==> config.mk <==
export PLATFORM = sky130hd
export DESIGN_NAME = sc_core
export DESIGN_NICKNAME = d
export VERILOG_FILES = /design/src/rtl/sc_core_pkg.sv /design/src/rtl/sc_decode.sv /design/src/rtl/sc_regfile.sv /design/src/rtl/sc_seq.sv /design/src/rtl/sc_core.sv
export SDC_FILE = /design/constraint.sdc
export NUM_CORES = 2
export LEC_CHECK = 0
export ABC_AREA = 1
export BUFFER_PORTS_ARGS = -buffer_cell sky130_fd_sc_hd__clkbuf_2
export CORE_MARGIN = 5
export CORE_UTILIZATION = 25
export DETAILED_ROUTE_END_ITERATION = 8
export GPL_ROUTABILITY_DRIVEN = 0
export GPL_TIMING_DRIVEN = 0
export PLACE_DENSITY = 0.37
export SLEW_MARGIN = 40
export SYNTH_ARGS = -nofsm -noshare
export SYNTH_HDL_FRONTEND = slang
export SYNTH_HIERARCHICAL = 1
export SYNTH_SLANG_ARGS = --single-unit
==> constraint.sdc <==
create_clock -name clk -period 10.8 [get_ports clk]
set_input_delay 0 -clock clk [delete_from_list [all_inputs] [get_ports clk]]
set_output_delay 0 -clock clk [all_outputs]
set_load 0.01 [all_outputs]
==> src/rtl/sc_core_pkg.sv <==
package sc_core_pkg;

    localparam int XLEN = 32;

    localparam logic [5:0] OP_RTYPE = 6'd0;
    localparam logic [5:0] OP_J     = 6'd2;
    localparam logic [5:0] OP_JAL   = 6'd3;
    localparam logic [5:0] OP_BEQ   = 6'd4;
    localparam logic [5:0] OP_BNE   = 6'd5;
    localparam logic [5:0] OP_ADDI  = 6'd8;
    localparam logic [5:0] OP_SLTI  = 6'd10;
    localparam logic [5:0] OP_LUI   = 6'd15;
    localparam logic [5:0] OP_LB    = 6'd32;
    localparam logic [5:0] OP_LW    = 6'd35;
    localparam logic [5:0] OP_SB    = 6'd40;
    localparam logic [5:0] OP_SW    = 6'd43;

    localparam logic [5:0] FN_JR    = 6'd8;
    localparam logic [5:0] FN_ADD   = 6'd32;
    localparam logic [5:0] FN_SUB   = 6'd34;
    localparam logic [5:0] FN_SLT   = 6'd42;

    localparam logic [4:0] LINK_REG = 5'd31;

    typedef enum logic [1:0] {ALU_ADD, ALU_SUB, ALU_SLT, ALU_LUI} alu_op_e;
    typedef enum logic [1:0] {WB_ALU, WB_WORD, WB_BYTE, WB_LINK} wb_sel_e;
    typedef enum logic [2:0] {SEQ_NEXT, SEQ_BEQ, SEQ_BNE, SEQ_JUMP, SEQ_JREG} seq_e;

    typedef struct packed {
        alu_op_e    alu_op;
        logic       use_imm;
        logic       reg_we;
        logic [4:0] dst;
        wb_sel_e    wb_sel;
        logic       mem_access;
        logic       mem_byte;
        logic       mem_we;
        seq_e       seq;
        logic       illegal;
    } ctrl_t;

endpackage

==> src/rtl/sc_decode.sv <==
module sc_decode
    import sc_core_pkg::*;
(
    input  logic [5:0] op,
    input  logic [5:0] funct,
    input  logic [4:0] shamt,
    input  logic [4:0] rt,
    input  logic [4:0] rd,
    output ctrl_t      ctrl
);

    always_comb begin
        ctrl        = '0;
        ctrl.alu_op = ALU_ADD;
        ctrl.wb_sel = WB_ALU;
        ctrl.seq    = SEQ_NEXT;
        ctrl.dst    = rt;
        case (op)
            OP_RTYPE: begin
                ctrl.dst = rd;
                if (shamt != 5'd0) begin
                    ctrl.illegal = 1'b1;
                end else begin
                    case (funct)
                        FN_ADD: ctrl.reg_we = 1'b1;
                        FN_SUB: begin
                            ctrl.alu_op = ALU_SUB;
                            ctrl.reg_we = 1'b1;
                        end
                        FN_SLT: begin
                            ctrl.alu_op = ALU_SLT;
                            ctrl.reg_we = 1'b1;
                        end
                        FN_JR:   ctrl.seq     = SEQ_JREG;
                        default: ctrl.illegal = 1'b1;
                    endcase
                end
            end
            OP_ADDI: begin
                ctrl.use_imm = 1'b1;
                ctrl.reg_we  = 1'b1;
            end
            OP_SLTI: begin
                ctrl.use_imm = 1'b1;
                ctrl.alu_op  = ALU_SLT;
                ctrl.reg_we  = 1'b1;
            end
            OP_LUI: begin
                ctrl.use_imm = 1'b1;
                ctrl.alu_op  = ALU_LUI;
                ctrl.reg_we  = 1'b1;
            end
            OP_LW, OP_LB: begin
                ctrl.use_imm    = 1'b1;
                ctrl.mem_access = 1'b1;
                ctrl.reg_we     = 1'b1;
                ctrl.mem_byte   = (op == OP_LB);
                ctrl.wb_sel     = (op == OP_LB) ? WB_BYTE : WB_WORD;
            end
            OP_SW, OP_SB: begin
                ctrl.use_imm    = 1'b1;
                ctrl.mem_access = 1'b1;
                ctrl.mem_we     = 1'b1;
                ctrl.mem_byte   = (op == OP_SB);
            end
            OP_BEQ: ctrl.seq = SEQ_BEQ;
            OP_BNE: ctrl.seq = SEQ_BNE;
            OP_J:   ctrl.seq = SEQ_JUMP;
            OP_JAL: begin
                ctrl.seq    = SEQ_JUMP;
                ctrl.reg_we = 1'b1;
                ctrl.dst    = LINK_REG;
                ctrl.wb_sel = WB_LINK;
            end
            default: ctrl.illegal = 1'b1;
        endcase
    end

endmodule

==> src/rtl/sc_regfile.sv <==
module sc_regfile #(
    parameter int NREG  = 32,
    parameter int WIDTH = 32,
    localparam int AW   = $clog2(NREG)
) (
    input  logic             clk,
    input  logic             rst_n,
    input  logic [AW-1:0]    ra_a,
    input  logic [AW-1:0]    ra_b,
    output logic [WIDTH-1:0] rd_a,
    output logic [WIDTH-1:0] rd_b,
    input  logic             we,
    input  logic [AW-1:0]    wa,
    input  logic [WIDTH-1:0] wd
);

    logic [WIDTH-1:0] regs_d [NREG];
    logic [WIDTH-1:0] regs_q [NREG];

    always_comb begin
        regs_d = regs_q;
        if (we && (wa != '0)) begin
            regs_d[wa] = wd;
        end
    end

    always_ff @(posedge clk or negedge rst_n) begin
        if (!rst_n) begin
            for (int i = 0; i < NREG; i++) begin
                regs_q[i] <= '0;
            end
        end else begin
            regs_q <= regs_d;
        end
    end

    assign rd_a = (ra_a == '0) ? '0 : regs_q[ra_a];
    assign rd_b = (ra_b == '0) ? '0 : regs_q[ra_b];

endmodule

==> src/rtl/sc_seq.sv <==
module sc_seq
    import sc_core_pkg::*;
#(
    parameter logic [XLEN-1:0] RESET_PC = '0
) (
    input  logic            clk,
    input  logic            rst_n,
    input  seq_e            kind,
    input  logic            ops_equal,
    input  logic [15:0]     imm16,
    input  logic [25:0]     target,
    input  logic [XLEN-1:0] reg_target,
    output logic [XLEN-1:0] pc_q,
    output logic [XLEN-1:0] pc_plus4
);

    typedef struct packed {
        logic [XLEN-1:0] pc;
    } seq_state_t;

    seq_state_t      state_d, state_q;
    logic [XLEN-1:0] br_tgt;

    assign pc_q     = state_q.pc;
    assign pc_plus4 = state_q.pc + XLEN'(4);
    assign br_tgt   = pc_plus4 + {{(XLEN-18){imm16[15]}}, imm16, 2'b00};

    always_comb begin
        state_d.pc = pc_plus4;
        case (kind)
            SEQ_BEQ:  if (ops_equal)  state_d.pc = br_tgt;
            SEQ_BNE:  if (!ops_equal) state_d.pc = br_tgt;
            SEQ_JUMP: state_d.pc = {pc_plus4[XLEN-1:28], target, 2'b00};
            SEQ_JREG: state_d.pc = reg_target;
            default:  ;
        endcase
    end

    always_ff @(posedge clk or negedge rst_n) begin
        if (!rst_n) begin
            state_q.pc <= RESET_PC;
        end else begin
            state_q <= state_d;
        end
    end

    p_plain_step_r2: assert property (@(posedge clk) disable iff (!rst_n)
        (kind == SEQ_NEXT) |=> (pc_q == $past(pc_q) + XLEN'(4)));

endmodule

==> src/rtl/sc_core.sv <==
module sc_core
    import sc_core_pkg::*;
#(
    parameter logic [31:0] RESET_PC = 32'h0000_0000,
    parameter int          NREG     = 32
) (
    input  logic        clk,
    input  logic        rst_n,
    output logic [31:0] imem_addr,
    input  logic [31:0] imem_rdata,
    output logic [31:0] dmem_addr,
    output logic [31:0] dmem_wdata,
    output logic [3:0]  dmem_be,
    output logic        dmem_we,
    input  logic [31:0] dmem_rdata
);

    localparam int RAW = $clog2(NREG);

    ctrl_t           ctrl;
    logic [4:0]      rs_idx, rt_idx;
    logic [XLEN-1:0] rs_val, rt_val, simm, opb, alu_res, wb_data;
    logic [XLEN-1:0] pc_q, pc_plus4;
    logic [1:0]      lane;
    logic [7:0]      ld_byte;

    assign rs_idx = imem_rdata[25:21];
    assign rt_idx = imem_rdata[20:16];
    assign simm   = {{(XLEN-16){imem_rdata[15]}}, imem_rdata[15:0]};

    sc_decode u_dec (
        .op    (imem_rdata[31:26]),
        .funct (imem_rdata[5:0]),
        .shamt (imem_rdata[10:6]),
        .rt    (rt_idx),
        .rd    (imem_rdata[15:11]),
        .ctrl  (ctrl)
    );

    sc_regfile #(.NREG(NREG), .WIDTH(XLEN)) u_rf (
        .clk   (clk),
        .rst_n (rst_n),
        .ra_a  (RAW'(rs_idx)),
        .ra_b  (RAW'(rt_idx)),
        .rd_a  (rs_val),
        .rd_b  (rt_val),
        .we    (ctrl.reg_we),
        .wa    (RAW'(ctrl.dst)),
        .wd    (wb_data)
    );

    sc_seq #(.RESET_PC(RESET_PC)) u_seq (
        .clk        (clk),
        .rst_n      (rst_n),
        .kind       (ctrl.seq),
        .ops_equal  (rs_val == rt_val),
        .imm16      (imem_rdata[15:0]),
        .target     (imem_rdata[25:0]),
        .reg_target (rs_val),
        .pc_q       (pc_q),
        .pc_plus4   (pc_plus4)
    );

    assign opb = ctrl.use_imm ? simm : rt_val;

    always_comb begin
        case (ctrl.alu_op)
            ALU_SUB: alu_res = rs_val - opb;
            ALU_SLT: alu_res = {{(XLEN-1){1'b0}}, ($signed(rs_val) < $signed(opb))};
            ALU_LUI: alu_res = {opb[15:0], 16'h0000};
            default: alu_res = rs_val + opb;
        endcase
    end

    assign lane    = alu_res[1:0];
    assign ld_byte = dmem_rdata[8*lane +: 8];

    always_comb begin
        case (ctrl.wb_sel)
            WB_WORD: wb_data = dmem_rdata;
            WB_BYTE: wb_data = {{(XLEN-8){ld_byte[7]}}, ld_byte};
            WB_LINK: wb_data = pc_plus4;
            default: wb_data = alu_res;
        endcase
    end

    assign imem_addr  = pc_q;
    assign dmem_addr  = alu_res;
    assign dmem_we    = ctrl.mem_we && rst_n;
    assign dmem_wdata = ctrl.mem_byte ? {4{rt_val[7:0]}} : rt_val;
    assign dmem_be    = !ctrl.mem_access ? 4'b0000 :
                        ctrl.mem_byte    ? (4'b0001 << lane) : 4'b1111;

    p_zero_reg_r6: assert property (@(posedge clk) disable iff (!rst_n)
        (rs_idx == 5'd0) |-> (rs_val == '0));

    p_word_store_r7: assert property (@(posedge clk) disable iff (!rst_n)
        (imem_rdata[31:26] == OP_SW) |-> (dmem_we && dmem_be == 4'b1111));

    p_byte_store_r8: assert property (@(posedge clk) disable iff (!rst_n)
        (imem_rdata[31:26] == OP_SB) |-> (dmem_we && $countones(dmem_be) == 1));

    p_link_write_r10: assert property (@(posedge clk) disable iff (!rst_n)
        (imem_rdata[31:26] == OP_JAL) |->
        (ctrl.reg_we && ctrl.dst == 5'd31 && wb_data == pc_q + 32'd4));

    p_unknown_quiet_r12: assert property (@(posedge clk) disable iff (!rst_n)
        ctrl.illegal |-> (!ctrl.reg_we && !dmem_we));

endmodule

# After elaboration in Yosys (flattened, before gate mapping)

Index checks and enable logic that the tools add are counted.

Input bits: 66
Bits in registers: 1,056
Logic and storage cells: 122
Output and inout port bits: 101

Magnitude comparators: 5
Bitwise operators: 3
Mux-type cells: 35
Reduce and logical (&&, ||, !) cells: 14
Add/sub/neg operators: 4
Equal/unequal tests: 26
Shifts and indexed selects: 2

Operator list:

| operator                | count |
|---|---|
| $bwmux W1024            | 1 |
| $mux W32                | 11 |
| $bmux W32 S5            | 2 |
| $pmux W32 S3            | 2 |
| $demux W32 S5           | 1 |
| $pmux W32 S4            | 1 |
| $add A32 B32 Y32        | 2 |
| $eq A6 B6 Y1 const B    | 7 |
| $add A32 B3 Y32 const B | 1 |
| $eq A32 B32 Y1          | 1 |
| $lt A32 B32 Y1          | 1 |
| $shiftx A32 B6 Y8       | 1 |
| $sub A32 B32 Y32        | 1 |
| $eq A6 B4 Y1 const B    | 4 |
| $ge A6 B6 Y1 const B    | 3 |
| $not A5 Y6              | 3 |
| $eq A6 B2 Y1 const B    | 2 |
| $eq A6 B3 Y1 const B    | 2 |
| $pmux W2 S2             | 3 |
| $pmux W3 S4             | 1 |
| $logic_not A5 Y1        | 2 |
| $pmux W5 S2             | 1 |
| $reduce_bool A5 Y1      | 2 |
| $eq A2 B2 Y1 const B    | 4 |
| other kinds (18)        | 30 |

# Longest topological paths before layout

Depth after elaboration: 11
Depth in mapped cells: 38
Mapped depth without buffers: 33

# Modules after synthesis

Netlist, hierarchy kept.

By module, submodules not included:

| module     | area each (µm²) | cells an instance | seq. area each (µm²) | instances |
|---|---|---|---|---|
| sc_regfile | 57,948.1        | 8,368             | 25,624.6             | 1 |
| sc_core    | 6,747.7         | 1,259             | 0.0                  | 1 |
| sc_seq     | 4,526.8         | 738               | 800.8                | 1 |
| sc_decode  | 488.0           | 104               | 0.0                  | 1 |

# Worst setup path before layout

Ideal clock, no wire load.

Kind: input port to flip-flop
Start point: in imem_rdata[16]
End point: reg u_rf/regs_q[926] (netlist bit)
Arrival time: 4,525 ps
Required time: 10,661 ps
Setup time: 139 ps
Buffers on the path: 7
Path slack: 6,135 ps
Cell stages on the path: 36
Cells stage by stage: buf_2 buf_2 buf_4 buf_2 buf_2 o211ai_1 nand3_1 nand3_1 nand2_1 nand2_1 nor2_1 inv_1 o21ai_0 ha_1 inv_1 fa_1 nand3_1 nand3_2 nand2_1 nand2_2 nand2_2 nand2_2 nand2_2 nand3_2 nand3_4 nand2_4 nand2_1 nand2_1 nand2_1 nand2_2 nand2_4 buf_8 nand3b_1 inv_1 clkbuf_1 o21ai_0

Word-level cells in the longest chain between the ends: 11
Elaborated cells on any way between the ends: 23
Those cells by class: add/sub: 2; order compare: 3; shift: 1; mux: 11; bitwise: 2; reduce/logical: 4

RTL lines:

| element                                        | line             | text |
|---|---|---|
| from (decl)                                    | sc_core.sv:10    | `input logic [31:0] imem_rdata,` |
| $not A5 Y6 (not written as such)               | sc_regfile.sv:38 | `assign rd_b = (ra_b == '0) ? '0 : regs_q[ra_b];` |
| $bmux W32 S5                                   | sc_regfile.sv:38 |  |
| $mux W32 (not written as such) (2 in series)   | sc_regfile.sv:38 |  |
| $mux W32 *                                     | sc_regfile.sv:38 |  |
| $mux W32 *                                     | sc_core.sv:64    | `assign opb = ctrl.use_imm ? simm : rt_val;` |
| $add A32 B32 Y32, or another cell as far along | sc_core.sv:71    | `default: alu_res = rs_val + opb;` |
| $pmux W32 S3 *                                 | sc_core.sv:67    | `case (ctrl.alu_op)` |
| $shiftx A32 B6 Y8                              | sc_core.sv:76    | `assign ld_byte = dmem_rdata[8*lane +: 8];` |
| $pmux W32 S3 *                                 | sc_core.sv:79    | `case (ctrl.wb_sel)` |
| named net wb_data[30]                          | sc_core.sv:22    | `logic [XLEN-1:0] rs_val, rt_val, simm, opb, alu_res, wb_data;` |
| $bwmux W1024 *                                 | sc_regfile.sv:23 | `regs_d[wa] = wd;` |
| to (signal assigned)                           | sc_regfile.sv:33 | `regs_q <= regs_d;` |
| to (decl)                                      | sc_regfile.sv:18 | `logic [WIDTH-1:0] regs_q [NREG];` |

Mark *: on every way through the listed nets, which the timed path passes. The rest lies on a longest branch. The select of a mux whose other input is x is not followed.
A chain may end at the register's enable or synchronous reset.

# Worst setup path after layout

Start point: in imem_rdata[18]
End point: reg u_rf/regs_q[960] (netlist bit)

Word-level cells in the longest chain between the ends: 11
Elaborated cells on any way between the ends: 23
Those cells by class: add/sub: 2; order compare: 3; shift: 1; mux: 11; bitwise: 2; reduce/logical: 4

RTL lines:

| element                                      | line             | text |
|---|---|---|
| $not A5 Y6 (not written as such)             | sc_regfile.sv:38 |  |
| $bmux W32 S5                                 | sc_regfile.sv:38 |  |
| $mux W32 (not written as such) (2 in series) | sc_regfile.sv:38 |  |
| $mux W32 *                                   | sc_regfile.sv:38 |  |
| named net rt_val[11]                         | sc_core.sv:22    |  |
| $mux W32 *                                   | sc_core.sv:64    |  |
| $lt A32 B32 Y1 *                             | sc_core.sv:69    | `ALU_SLT: alu_res = {{(XLEN-1){1'b0}}, ($signed(rs_val) < $signed(opb))};` |
| $pmux W32 S3 *                               | sc_core.sv:67    |  |
| $shiftx A32 B6 Y8                            | sc_core.sv:76    |  |
| $pmux W32 S3 *                               | sc_core.sv:79    |  |
| named net wb_data[0]                         | sc_core.sv:22    |  |
| $bwmux W1024 *                               | sc_regfile.sv:23 |  |

Marked as above.

==> impl_metrics.ini <==
[critical_path]
critPathMaxFanout = 10
cp-end-kind = flop
critical-path-top-delay-family = buffers and inverters
worstPathRequired_ps = 11550
max_stage_delay_ps = 890
crit_path_end = u_rf/regs_q[960]
r2r_slack_ps = 2370
path_buf_inv = 9
r2r_cells = 33
cp-start-kind = primary input
cp_slowest_cell = nor2_1
worstSetupPathType = primary input to flop
r2r-start = u_rf/regs_q[480]
worst-path-stages = 33
crit_arrival_ps = 11430
cpMostUsedCell = nand2_1
r2r-end = u_rf/regs_q[960]
crit_start = imem_rdata[18]

[clocking]
cts-root-buf = clkbuf_16
clkTransAtPathRegs_ps = 60
tritoncts = yes
clk_latency_ps = 860
cts_made_buffers = 152
clockBufferDepth = 4
postCtsSetupBuffers = 0
htreeDepth = 4
cts.sinks = 1056

[route]
wl_um = 533000
drtPass1Iterations = 7
final_antenna_net_count = 0
num_vias = 83600
drc = 0
routedWlPerCell_um = 36.1
viasPerCell = 5.66
drt-initial-drc-count = 13000

[pwr]
p_per_area_nw_per_um2 = 200
power.leakage_nw = 39.7
switchingPower_w = 0.00756
power.internal_w = 0.00910
peakVddDrop_v = 0.000125
p_seq_frac = 0.307
p_clk_frac = 0.309
power.share.switching = 0.454
pwr-share-comb = 0.385

[timing]
hold_viol = 0
finalMaxSlewViolations = 0
tns_ps = 0
setup_slack_ps = 116
max_freq_mhz = 93.6
setup_viol = 0
layout_min_cycle_time_ps = 10680
period_share = 0.989
rsz0062_at_grt = false
worstMarginPinSlew_ps = 1050
fin_worst_skew_ps = 86.3
slew_headroom = 0.298

[logic_synthesis]
syn_nets = 10600
syn_area_um2 = 69700
avgSynthCellArea_um2 = 6.66
yosys_warnings = 6
netlist_instances = 10500

[die]
std_cell_rows = 193
fp.dieH_um = 538
boundaryPins = 167
die_x_um = 538
core-area_um2 = 277000
dieArea_um2 = 289000
initial_core_util = 0.252

[status]
status = completed

[grt]
grt_pass1_wl_um = 699000
grt_overflow_total = 0
grt_pass1_vias = 77400
antenna_found_initial = 47
grt_use_total = 0.355
grt_start_max_net_pins = 64

[placement]
hpwl_um = 400000
dp_slack_ps = 1440
io_buffers = 166

[hold_path]
hp-class = primary input to flop

[finish]
syn_to_final_growth_pct = 19.8
multiInputGateArea_um2 = 37200
final_nets = 11100
drive_gt1_frac = 0.117
seq_area_um2 = 26400
fillers = 30900

[run]
max_cap_violations = 0
-- metrics by stage --
step            util  hold slack [ps]  area, µm²  cells  power, W
6_report       0.301             54.9      83500  14800    0.0167
5_1_grt        0.301             64.6      83400  14700    0.0172
4_1_cts        0.301             5.99      83300  14700    0.0164
3_5_place_dp   0.281            -1.68      77900  14400    0.0112
3_3_place_gp   0.271              463      75100  14300    0.0110
2_1_floorplan      -             -296      69700  10500   0.00794
-- metal layers --
metal / track usage / wire length (µm)
met1: 0.434 / 202000
met2: 0.509 / 216000
met3: 0.127 / 66000
met4: 0.270 / 49300
met5: 0.00132 / 138
-- layout make-up --
type,instances,area share
Buffer,778,0.0459
Tap cell,3705,0.0555
Clock inverter,37,0.00466
Inverter,811,0.0366
Multi-Input combinational cell,7813,0.445
Clock buffer,226,0.0537
Sequential cell,1056,0.317
Timing Repair Buffer,303,0.0410
Antenna cell,31,0.000929
-- flip-flops by register name, summed over array words and instances, names as in the netlist --
signal       cells
u_rf/regs_q   1024
u_seq/pc_q      32
-- timing repair --
| item | CTS | global route |
|---|---|---|
| hold buffers | 54 | 0 |
| resized for setup | 0 | 0 |
| endpoints found under the hold margin | 489 | 0 |
| endpoints found under the setup margin | 0 | 0 |
-- power groups by stage --
stage | combinational, W | clock, W | sequential [W]
2_1_floorplan | 0.00297 | 0 | 0.00497
5_1_grt | 0.00665 | 0.00534 | 0.00516
3_3_place_gp | 0.00585 | 0 | 0.00515
4_1_cts | 0.00611 | 0.00521 | 0.00508
6_report | 0.00642 | 0.00514 | 0.00511
3_5_place_dp | 0.00606 | 0 | 0.00514
-- cells in the final DEF, fill, tap and decap left out, types with 48 or more instances in the layout --
master and n:
nand2_1 3350, nand3_1 1163, o21ai_0 1108, dfrtp_1 1056, inv_1 782, nor2_1 764
a21oi_1 562, clkbuf_2 459, clkbuf_1 245, o211ai_1 211, buf_2 207, clkbuf_16 154
ha_1 98, buf_16 66, dlygate4sd3_1 53, nand4_1 48
-- tightest hold or removal path, stage by stage --
cell,delay [ps]
clkbuf_2,130
nand3_1,100
nand2_1,60
nand2_1,50
nand2_1,40
nand2_1,90
a21oi_4,160
nand2_1,90
o21ai_0,70
-- worst min path at each step --
| stage | slack (ps) | cells after the start | end | from |
|---|---|---|---|---|
| floorplan | -300 | 0 | u_rf/regs_q[0] | rst_n |
| global placement | 460 | 1 | u_rf/regs_q[1023] | u_rf/regs_q[1023] |
| detailed placement | -2 | 1 | u_rf/regs_q[888] | rst_n |
| CTS | 6 | 3 | u_seq/pc_q[17] | imem_rdata[15] |
| global route | 60 | 9 | u_rf/regs_q[69] | dmem_rdata[29] |
| finish | 50 | 9 | u_rf/regs_q[5] | dmem_rdata[29] |
(Power assumes the default switching activity.)
